File: src/rtl/iowalk_pkg.sv
package iowalk_pkg;

    localparam int VA_W        = 32;
    localparam int L1_IDX_W    = 12;
    localparam int L2_IDX_W    = 8;
    localparam int SEC_OFF_W   = VA_W - L1_IDX_W;
    localparam int SPG_OFF_W   = SEC_OFF_W - L2_IDX_W;
    localparam int LPG_OFF_W   = SPG_OFF_W + 4;
    localparam int L2_ALIGN_W  = L2_IDX_W + 2;
    localparam int WORD_LOG2   = 2;

    typedef enum logic [1:0] {
        ST_IDLE = 2'd0,
        ST_L1   = 2'd1,
        ST_L2   = 2'd2,
        ST_RSP  = 2'd3
    } walk_st_e;

    typedef enum logic [1:0] {
        DK_FAULT = 2'd0,
        DK_NEXT  = 2'd1,
        DK_LEAF  = 2'd2
    } desc_kind_e;

    typedef struct packed {
        walk_st_e          st;
        logic [VA_W-1:0]   va;
        logic [VA_W-1:0]   l1_base;
        logic [VA_W-1:0]   l2_base;
        logic [VA_W-1:0]   pa;
        logic              fault;
    } walk_s;

endpackage

File: src/rtl/iowalk_addr_gen.sv
module iowalk_addr_gen
    import iowalk_pkg::*;
#(
    parameter int IDX_W = 8
) (
    input  logic [VA_W-1:0]  base,
    input  logic [IDX_W-1:0] idx,
    output logic [VA_W-1:0]  addr
);
    localparam int PAD_W = VA_W - IDX_W;

    always_comb begin
        addr = base + ({{PAD_W{1'b0}}, idx} << WORD_LOG2);
    end
endmodule

File: src/rtl/iowalk_range.sv
module iowalk_range
    import iowalk_pkg::*;
#(
    parameter int LOG2_W = 4
) (
    input  logic [L1_IDX_W-1:0] idx,
    input  logic [LOG2_W-1:0]   len_log2,
    output logic                in_range
);
    always_comb begin
        in_range = ((idx >> len_log2) == '0);
    end
endmodule

File: src/rtl/iowalk_desc_dec.sv
module iowalk_desc_dec
    import iowalk_pkg::*;
(
    input  logic              second,
    input  logic [VA_W-1:0]   desc,
    input  logic [VA_W-1:0]   va,
    output desc_kind_e        kind,
    output logic [VA_W-1:0]   leaf_pa,
    output logic [VA_W-1:0]   next_base
);
    logic unused_desc_bits;
    assign unused_desc_bits = ^desc[L2_ALIGN_W-1:2];

    always_comb begin
        kind      = DK_FAULT;
        leaf_pa   = '0;
        next_base = {desc[VA_W-1:L2_ALIGN_W], {L2_ALIGN_W{1'b0}}};
        if (!second) begin
            unique case (desc[1:0])
                2'b10: begin
                    kind    = DK_LEAF;
                    leaf_pa = {desc[VA_W-1:SEC_OFF_W], va[SEC_OFF_W-1:0]};
                end
                2'b01: kind = DK_NEXT;
                default: kind = DK_FAULT;
            endcase
        end else begin
            unique case (desc[1:0])
                2'b10: begin
                    kind    = DK_LEAF;
                    leaf_pa = {desc[VA_W-1:SPG_OFF_W], va[SPG_OFF_W-1:0]};
                end
                2'b01: begin
                    kind    = DK_LEAF;
                    leaf_pa = {desc[VA_W-1:LPG_OFF_W], va[LPG_OFF_W-1:0]};
                end
                default: kind = DK_FAULT;
            endcase
        end
    end
endmodule

File: src/rtl/iova_walker.sv
module iova_walker
    import iowalk_pkg::*;
#(
    parameter int LOG2_W = 4
) (
    input  logic              clk,
    input  logic              rst_n,
    input  logic              req_valid,
    output logic              req_ready,
    input  logic [31:0]       req_va,
    input  logic [31:0]       cfg_base,
    input  logic [LOG2_W-1:0] cfg_l1_log2,
    output logic              mem_req,
    output logic [31:0]       mem_addr,
    input  logic              mem_rvalid,
    input  logic [31:0]       mem_rdata,
    output logic              rsp_valid,
    input  logic              rsp_ready,
    output logic [31:0]       rsp_pa,
    output logic              rsp_fault
);
    walk_s q, d;

    logic              in_range;
    logic [VA_W-1:0]   l1_addr, l2_addr;
    desc_kind_e        kind;
    logic [VA_W-1:0]   leaf_pa, next_base;

    iowalk_range #(.LOG2_W(LOG2_W)) u_range (
        .idx      (req_va[VA_W-1:SEC_OFF_W]),
        .len_log2 (cfg_l1_log2),
        .in_range (in_range)
    );

    iowalk_addr_gen #(.IDX_W(L1_IDX_W)) u_l1_addr (
        .base (q.l1_base),
        .idx  (q.va[VA_W-1:SEC_OFF_W]),
        .addr (l1_addr)
    );

    iowalk_addr_gen #(.IDX_W(L2_IDX_W)) u_l2_addr (
        .base (q.l2_base),
        .idx  (q.va[SEC_OFF_W-1:SPG_OFF_W]),
        .addr (l2_addr)
    );

    iowalk_desc_dec u_dec (
        .second    (q.st == ST_L2),
        .desc      (mem_rdata),
        .va        (q.va),
        .kind      (kind),
        .leaf_pa   (leaf_pa),
        .next_base (next_base)
    );

    always_comb begin
        d = q;
        unique case (q.st)
            ST_IDLE: begin
                if (req_valid) begin
                    d.va      = req_va;
                    d.l1_base = cfg_base;
                    d.pa      = '0;
                    d.fault   = 1'b0;
                    if (in_range) begin
                        d.st = ST_L1;
                    end else begin
                        d.st    = ST_RSP;
                        d.fault = 1'b1;
                    end
                end
            end
            ST_L1, ST_L2: begin
                if (mem_rvalid) begin
                    if (kind == DK_LEAF) begin
                        d.st = ST_RSP;
                        d.pa = leaf_pa;
                    end else if (kind == DK_NEXT) begin
                        d.st      = ST_L2;
                        d.l2_base = next_base;
                    end else begin
                        d.st    = ST_RSP;
                        d.pa    = '0;
                        d.fault = 1'b1;
                    end
                end
            end
            ST_RSP: begin
                if (rsp_ready) begin
                    d.st = ST_IDLE;
                end
            end
            default: d.st = ST_IDLE;
        endcase
    end

    always_ff @(posedge clk) begin
        if (!rst_n) begin
            q <= '{st: ST_IDLE, default: '0};
        end else begin
            q <= d;
        end
    end

    assign req_ready = (q.st == ST_IDLE);
    assign mem_req   = (q.st == ST_L1) || (q.st == ST_L2);
    assign mem_addr  = (q.st == ST_L2) ? l2_addr : l1_addr;
    assign rsp_valid = (q.st == ST_RSP);
    assign rsp_pa    = q.pa;
    assign rsp_fault = q.fault;
endmodule

File: config.mk
export PLATFORM = sky130hd
export DESIGN_NAME = iova_walker
export DESIGN_NICKNAME = d
export VERILOG_FILES = /design/src/rtl/iowalk_pkg.sv /design/src/rtl/iowalk_addr_gen.sv /design/src/rtl/iowalk_range.sv /design/src/rtl/iowalk_desc_dec.sv /design/src/rtl/iova_walker.sv
export SDC_FILE = /design/constraint.sdc
export NUM_CORES = 1
export LEC_CHECK = 0
export ABC_AREA = 1
export ABC_CLOCK_PERIOD_IN_PS = 2500
export BUFFER_PORTS_ARGS = -buffer_cell sky130_fd_sc_hd__buf_4
export CORE_MARGIN = 2
export CORE_UTILIZATION = 58
export DETAILED_ROUTE_END_ITERATION = 10
export PLACE_DENSITY_LB_ADDON = 0.25
export REMOVE_ABC_BUFFERS = 1
export SYNTH_ARGS = -nofsm -noshare
export SYNTH_HDL_FRONTEND = slang
export SYNTH_HIERARCHICAL = 1
export SYNTH_SLANG_ARGS = --single-unit
export TNS_END_PERCENT = 100
File: constraint.sdc
create_clock -name clk -period 2.5 [get_ports clk]
set_input_delay 0.25 -clock clk [delete_from_list [all_inputs] [get_ports clk]]
set_output_delay 0.25 -clock clk [all_outputs]
set_load 0.005 [all_outputs]
==> metrics.cfg, run 1 <==
[status]
status=complete, but fails checks
violations=setup timing

[sta]
fin_crit_ns=2.75
fin_hold_ws_ns=0.0711
rsz0062_at_grt=true
finalMaxSlewViolations=0
skew_ns=0.00919
max_freq_mhz=363
final-hold-violation-count=0
setup_slack_ns=-0.251
period_share=1.10
setup_viol=22

[logic_synthesis]
synth-async-reset-ratio=0
synthXorXnorAreaFrac=0.0222
synth_top_family_by_area=simple AND/OR/NAND/NOR gates
synthTopCellsByArea=dfxtp_1 (27%), nand2_1 (17%), nor2_1 (9.6%)
synth.top_cell.area_share=0.268
ys_warn_count=6
synth_edf_count=0
synth_simple_gate_area_frac=0.372
synth_mux_area_frac=0.0368
synth_ff_type=dfxtp_1
syn_area_mm2=0.00980
synthAdderAreaFrac=0.0386
synth_compound_area_frac=0.0954
synth_top_area_cell=dfxtp_1
ys_seq_elements=131
synthCells=1606
ys_seq_area_frac=0.268
yosysUniqueCellTypes=45
syn_avg_cell_area_um2=6.10

[hold_path]
min_path_type=input port to flip-flop

[global_routing]
grt_pass1_wl_um=44800
grt_pass1_vias=9477
grt_max_degree=84
grt_use_total=0.309
antenna_found_initial=0
grt_overflow=0

[power]
max-vdd-ir-drop_uv=1180
p_per_area_mw_per_mm2=941
p_leak_uw=0.00608
swShare=0.403
combinationalPowerShare=0.490
p_int_uw=7030
pwr-share-clk=0.241
power.share.sequential=0.269
p_switching_uw=4750

[detailed_routing]
viasPerCell=5.45
drt_first_pass_iters=7
ant_nets=0
drc=0
wl_per_cell_um=15.4
vias=10600
wl_um=30000
dr.first_iter.drc_count=844

[floorplanning]
die_x_um=134
core-area_mm2=0.0165
num_rows=47
boundaryPins=173
die-area_mm2=0.0179
initial_core_util=0.593
die_h_um=134

[worst_setup_path]
crit_type=flip-flop to primary output
crit_fanout=3
startpoint_type=flip-flop
endpoint_kind=primary output
cp.arrival_ns=2.50
worstPathRequired_ns=2.25

[clock_network]
clk_pin_slew_worst_paths_ns=0.06
htreeDepth=4
ctsHoldBuffers=0
clock-sinks=131
cts_buffers=17
clk_latency_ns=0.43
clockRootBuffer=clkbuf_16
cts.path.max_buffers=2
cts_tree=yes

[final_layout]
diodes=0
fin_util=0.757
final_common_cell=nand2_1
fill_cells=1285
final_cell_mix=nand2_1 (389), nor2_1 (236), buf_4 (188)
fin_nets=1845
area_growth_pct=27.7
drive_above_1_share=0.286

[run]
maxCapViolCount=0

[placed_design]
dpl.hpwl_um=19400
gp_congestion=0.975
pre_cts_ws_ns=-0.0547
port_buffers=164

Yosys cell counts, drive strengths merged (3+ instances only):
cell type / instances
nand2: 453
nor2: 262
inv: 200
o21ai: 134
dfxtp: 131
nand3: 123
buf: 102
a21oi: 44
mux2: 32
clkbuf: 31
ha: 27
xor2: 22
nand3b: 11
nand4: 11
nor3: 8
and2: 3
worst paths after layout:
check | from | endpoint | slack [ns] | depth (start not counted)
worst min register to register | q[33]$_SDFFE_PN0P_ | q[33]$_SDFFE_PN0P_ | 0.45 | 2
worst max register to register | q[129]$_SDFFE_PN0P_ | rsp_pa[12]$_SDFFE_PN0P_ | 0.39 | 13
worst min-delay path | cfg_base[1] | q[66]$_SDFFE_PN0P_ | 0.07 | 3
worst max-delay path | q[117]$_SDFFE_PN0P_ | mem_addr[16] | -0.25 | 13
kinds of logic after synthesis:
family                   Yosys count
buffers and inverters            333
adder cells (fa/ha/maj)           29
XOR/XNOR                          24
flip-flops                       131
multiplexers                      32
other                              1
AO/OA/AOI/OAI                    182
AND/OR/NAND/NOR                  874
power groups by stage:
stage	clock network, uW	registers [uW]	logic, uW
after floorplan	0	2970	3080
after global placement	0	3060	4820
after detailed placement	0	3070	4890
after CTS	2860	3120	5350
after global routing	2970	3220	6330
final	2840	3170	5770
area by class of cell:
type,count,area (um^2),area share
clock buffers,18,429,0.0343
clock inverters,13,231,0.0185
inverters,200,763,0.0610
multi-input cells,1151,6430,0.514
flip-flops and latches,131,2690,0.215
well taps,220,275,0.0220
repair buffers,210,1690,0.135
timing repair:
item | 4_1_cts | 5_1_grt
endpoints found under the hold margin | 0 | 0
resized for setup | 136 | 122
setup endpoints to repair | 25 | 24
pin swaps | 24 | 39
buffers inserted | 16 | 12
layer usage:
layer	global-route usage	part of all wire	vias up
met1	0.359	0.39	4850
met2	0.534	0.48	452
met5	0	0	-
met3	0.0661	0.064	147
met4	0.167	0.062	0
li1	-	-	5131
critical path, stage by stage (launching register included):
cell,delay (ns)
dfxtp_2,0.36
ha_4,0.15
inv_2,0.04
fa_2,0.34
inv_2,0.08
nand3_2,0.07
nand3_2,0.10
nand2_1,0.11
nand2_2,0.15
nand3_2,0.12
nand3_2,0.09
nand2_1,0.06
mux2_4,0.29
buf_6,0.12
sequential cells by signal (all words and copies together) (netlist names):
register,count
rsp_fault,1
rsp_pa,32
q,98
metrics by stage:
step	TNS [ns]	std cells	total power [uW]	instance area (um^2)
finish	-2.10	1943	11800	12500
global route	-3.63	1943	12500	12500
detailed placement	-0.0982	1884	7970	10700
global placement	0	1884	7870	10700
CTS	-0.976	1931	11300	12000
floorplan	-87.15	1482	6050	8960
No activity file was read; power rests on OpenSTA's default activity.
==> run 2: changes to the inputs <==
--- a/config.mk
+++ b/config.mk
@@ -9,6 +9,8 @@
 export ABC_CLOCK_PERIOD_IN_PS = 2500
 export BUFFER_PORTS_ARGS = -buffer_cell sky130_fd_sc_hd__buf_4
+export CELL_PAD_IN_SITES_DETAIL_PLACEMENT = 1
+export CELL_PAD_IN_SITES_GLOBAL_PLACEMENT = 1
 export CORE_MARGIN = 2
-export CORE_UTILIZATION = 58
+export CORE_UTILIZATION = 40
 export DETAILED_ROUTE_END_ITERATION = 10
 export PLACE_DENSITY_LB_ADDON = 0.25
==> constraint.sdc (replaced) <==
create_clock -name clk -period 2.5 [get_ports clk]
set_input_delay 0.25 -clock clk [delete_from_list [all_inputs] [get_ports clk]]
set_output_delay 0.25 -clock clk [all_outputs]
set_load 0.1 [all_outputs]
==> metrics.cfg, run 2 (synthesis gave the netlist of run 1 again) <==
[status]
status=complete, but fails checks
violations=setup timing

[final_layout]
fill_cells=3101  ; +140%
instances_no_fill=2071  ; +6.6%
area_growth_pct=35.2
diodes=0  ; unchanged
multi_input_area_mm2=0.00668  ; +3.8%
fin_nets=1868  ; +1.2%
final_common_cell=nand2_1
top_register=q
ff_latch_area_mm2=0.00268  ; -0.19%
largest_reg_flops=98  ; unchanged
final_cell_mix=nand2_1 (374), nor2_1 (232), buf_4 (193)
drive_above_1_share=0.311  ; +0.0253

[power]
p_leak_uw=0.00631  ; +3.7%
pwr-share-clk=0.161  ; -0.080
p_per_area_mw_per_mm2=1210  ; +28%
swShare=0.550  ; +0.146
max-vdd-ir-drop_uv=2070  ; +76%
combinationalPowerShare=0.641  ; +0.151
power.share.sequential=0.198  ; -0.071
p_switching_uw=8770  ; +85%
p_int_uw=7190  ; +2.4%

[clock_network]
cts_tree=yes
htreeDepth=4  ; unchanged
clk_latency_ns=0.44  ; about the same
cts_buffers=17  ; unchanged
clk_pin_slew_worst_paths_ns=0.08  ; +0.02 ns
clock-sinks=131  ; unchanged
clockRootBuffer=clkbuf_16
cts.path.max_buffers=2  ; unchanged

[sta]
setup_viol=30  ; +36%
finalMaxSlewViolations=0  ; unchanged
skew_ns=0.0136  ; +0.00438 ns
fin_crit_ns=2.99  ; +0.239 ns
final-hold-violation-count=0  ; unchanged
max_freq_mhz=334  ; -8.0%
worst_pin_slew_ns=0.631
rsz0062_at_grt=true
fin_hold_ws_ns=0.0484  ; -0.0227 ns
setup_slack_ns=-0.490  ; -0.239 ns
period_share=1.20  ; +0.0956
slew_headroom=0.580

[floorplanning]
num_rows=57  ; +21%
boundaryPins=173  ; unchanged
core-area_mm2=0.0242  ; +46%
die_x_um=161  ; +20%
initial_core_util=0.405  ; -0.188
die-area_mm2=0.0258  ; +44%
die_h_um=161  ; +20%

[global_routing]
grt_overflow=0  ; unchanged
grt_use_total=0.273  ; -0.0360
gr-usage-met1=0.326  ; -0.0328
grt_pass1_vias=11000  ; +16%
antenna_found_initial=1  ; +1
met2_usage=0.488  ; -0.0454
grt_most_used_layer=met2
grtUsageMet3=0.0426  ; -0.0235
grt_max_degree=67  ; -20%
grt_pass1_wl_um=56800  ; +27%

[detailed_routing]
vias=11200  ; +5.9%
viasPerCell=5.41  ; -0.61%
drc=0  ; unchanged
wl_um=41000  ; +37%
drt_first_pass_iters=5  ; -2
wl_per_cell_um=19.8  ; +28%
dr.first_iter.drc_count=880  ; +4.3%
ant_nets=0  ; unchanged

[worst_setup_path]
cpMostUsedCell=nand2_1
endpoint_kind=primary output
path_delay_family=simple AND/OR/NAND/NOR gates
crit_type=flip-flop to primary output
slowest_stage=dfxtp_1
path_buf_inv=1  ; -2
crit_fanout=5  ; +2
cp_cell_sequence=ha_4 -> nand2_1 -> nor2_1 -> nand3_1 -> nand3_2 -> nand2_1 -> nand3_1 -> nand2_1 -> mux2_2 -> buf_6
r2r_slack_ns=0.20  ; -0.19 ns
startpoint_type=flip-flop
max_stage_delay_ns=0.35  ; about the same
cp.arrival_ns=2.74  ; +0.24 ns
worstPathRequired_ns=2.25  ; about the same

[hold_path]
min_path_type=input port to flip-flop

[placed_design]
port_buffers=164  ; unchanged
dpl.hpwl_um=22800  ; +17%
gp_congestion=0.890  ; -8.7%
numPlacedInstances=2001  ; +6.2%

[run]
maxCapViolCount=0  ; unchanged

## run 2: cell type report
type | count | area share
clock inverters | 15 | 0.0108
multi-input cells | 1151 | 0.504
clock buffers | 17 | 0.0321
repair buffers | 233 | 0.163
flip-flops and latches | 131 | 0.202
well taps | 324 | 0.0306
inverters | 200 | 0.0572
## run 2: what timing repair did
item,in CTS,in global routing
endpoints found under the setup margin,32,32
gates cloned,0,0
setup buffers,22,20
pin swaps,36,34
gates resized for setup,258,121
hold buffers,0,0
## run 2: worst paths after layout
path	depth (start not counted)	startpoint	end
setup reg to reg	13	q[129]$_SDFFE_PN0P_	rsp_pa[19]$_SDFFE_PN0P_
hold / removal	3	cfg_base[1]	q[66]$_SDFFE_PN0P_
hold reg to reg	2	q[34]$_SDFFE_PN0P_	q[34]$_SDFFE_PN0P_
setup / recovery	10	q[70]$_SDFFE_PN0P_	mem_addr[19]
## run 2: metal layers
| metal | vias to the layer above | wire length [um] |
|---|---|---|
| li1 | 5175 | - |
| met4 | 2 | 2300 |
| met2 | 450 | 20100 |
| met5 | - | 11 |
| met1 | 5410 | 16300 |
| met3 | 171 | 2310 |
## run 2: stage by stage
step | cell area [um^2] | utilization | worst slack, ns | power [uW] | setup TNS [ns]
after detailed placement | 10900 | 0.450 | -0.0837 | 11400 | -0.245
final | 13200 | 0.548 | -0.490 | 16000 | -7.98
after global placement | 10900 | 0.450 | 0.00658 | 11200 | 0
after floorplan | 8960 | - | -1.60 | 9250 | -144.00
after global routing | 13200 | 0.548 | -0.503 | 16700 | -9.51
after CTS | 12600 | 0.523 | -0.240 | 15100 | -2.59
## run 2: worst reg2reg max path, stage by stage, from the launching register on
cell and delay, ns:
dfxtp_1 0.34, inv_1 0.09, ha_2 0.27, inv_6 0.22
nand2_1 0.09, o21ai_1 0.14, inv_1 0.10, nand3_1 0.08
nand2_1 0.10, nor2_4 0.11, buf_12 0.25, o21ai_0 0.26
nand2_1 0.09, nor2_1 0.04
## run 2: power groups by stage
stage / Sequential, uW / Clock [uW] / Combinational [uW]
after floorplan: 4000 / 0 / 5250
after global placement: 3030 / 0 / 8210
after detailed placement: 3060 / 0 / 8350
after CTS: 3110 / 2530 / 9510
after global routing: 3230 / 2700 / 10800
final: 3170 / 2570 / 10200
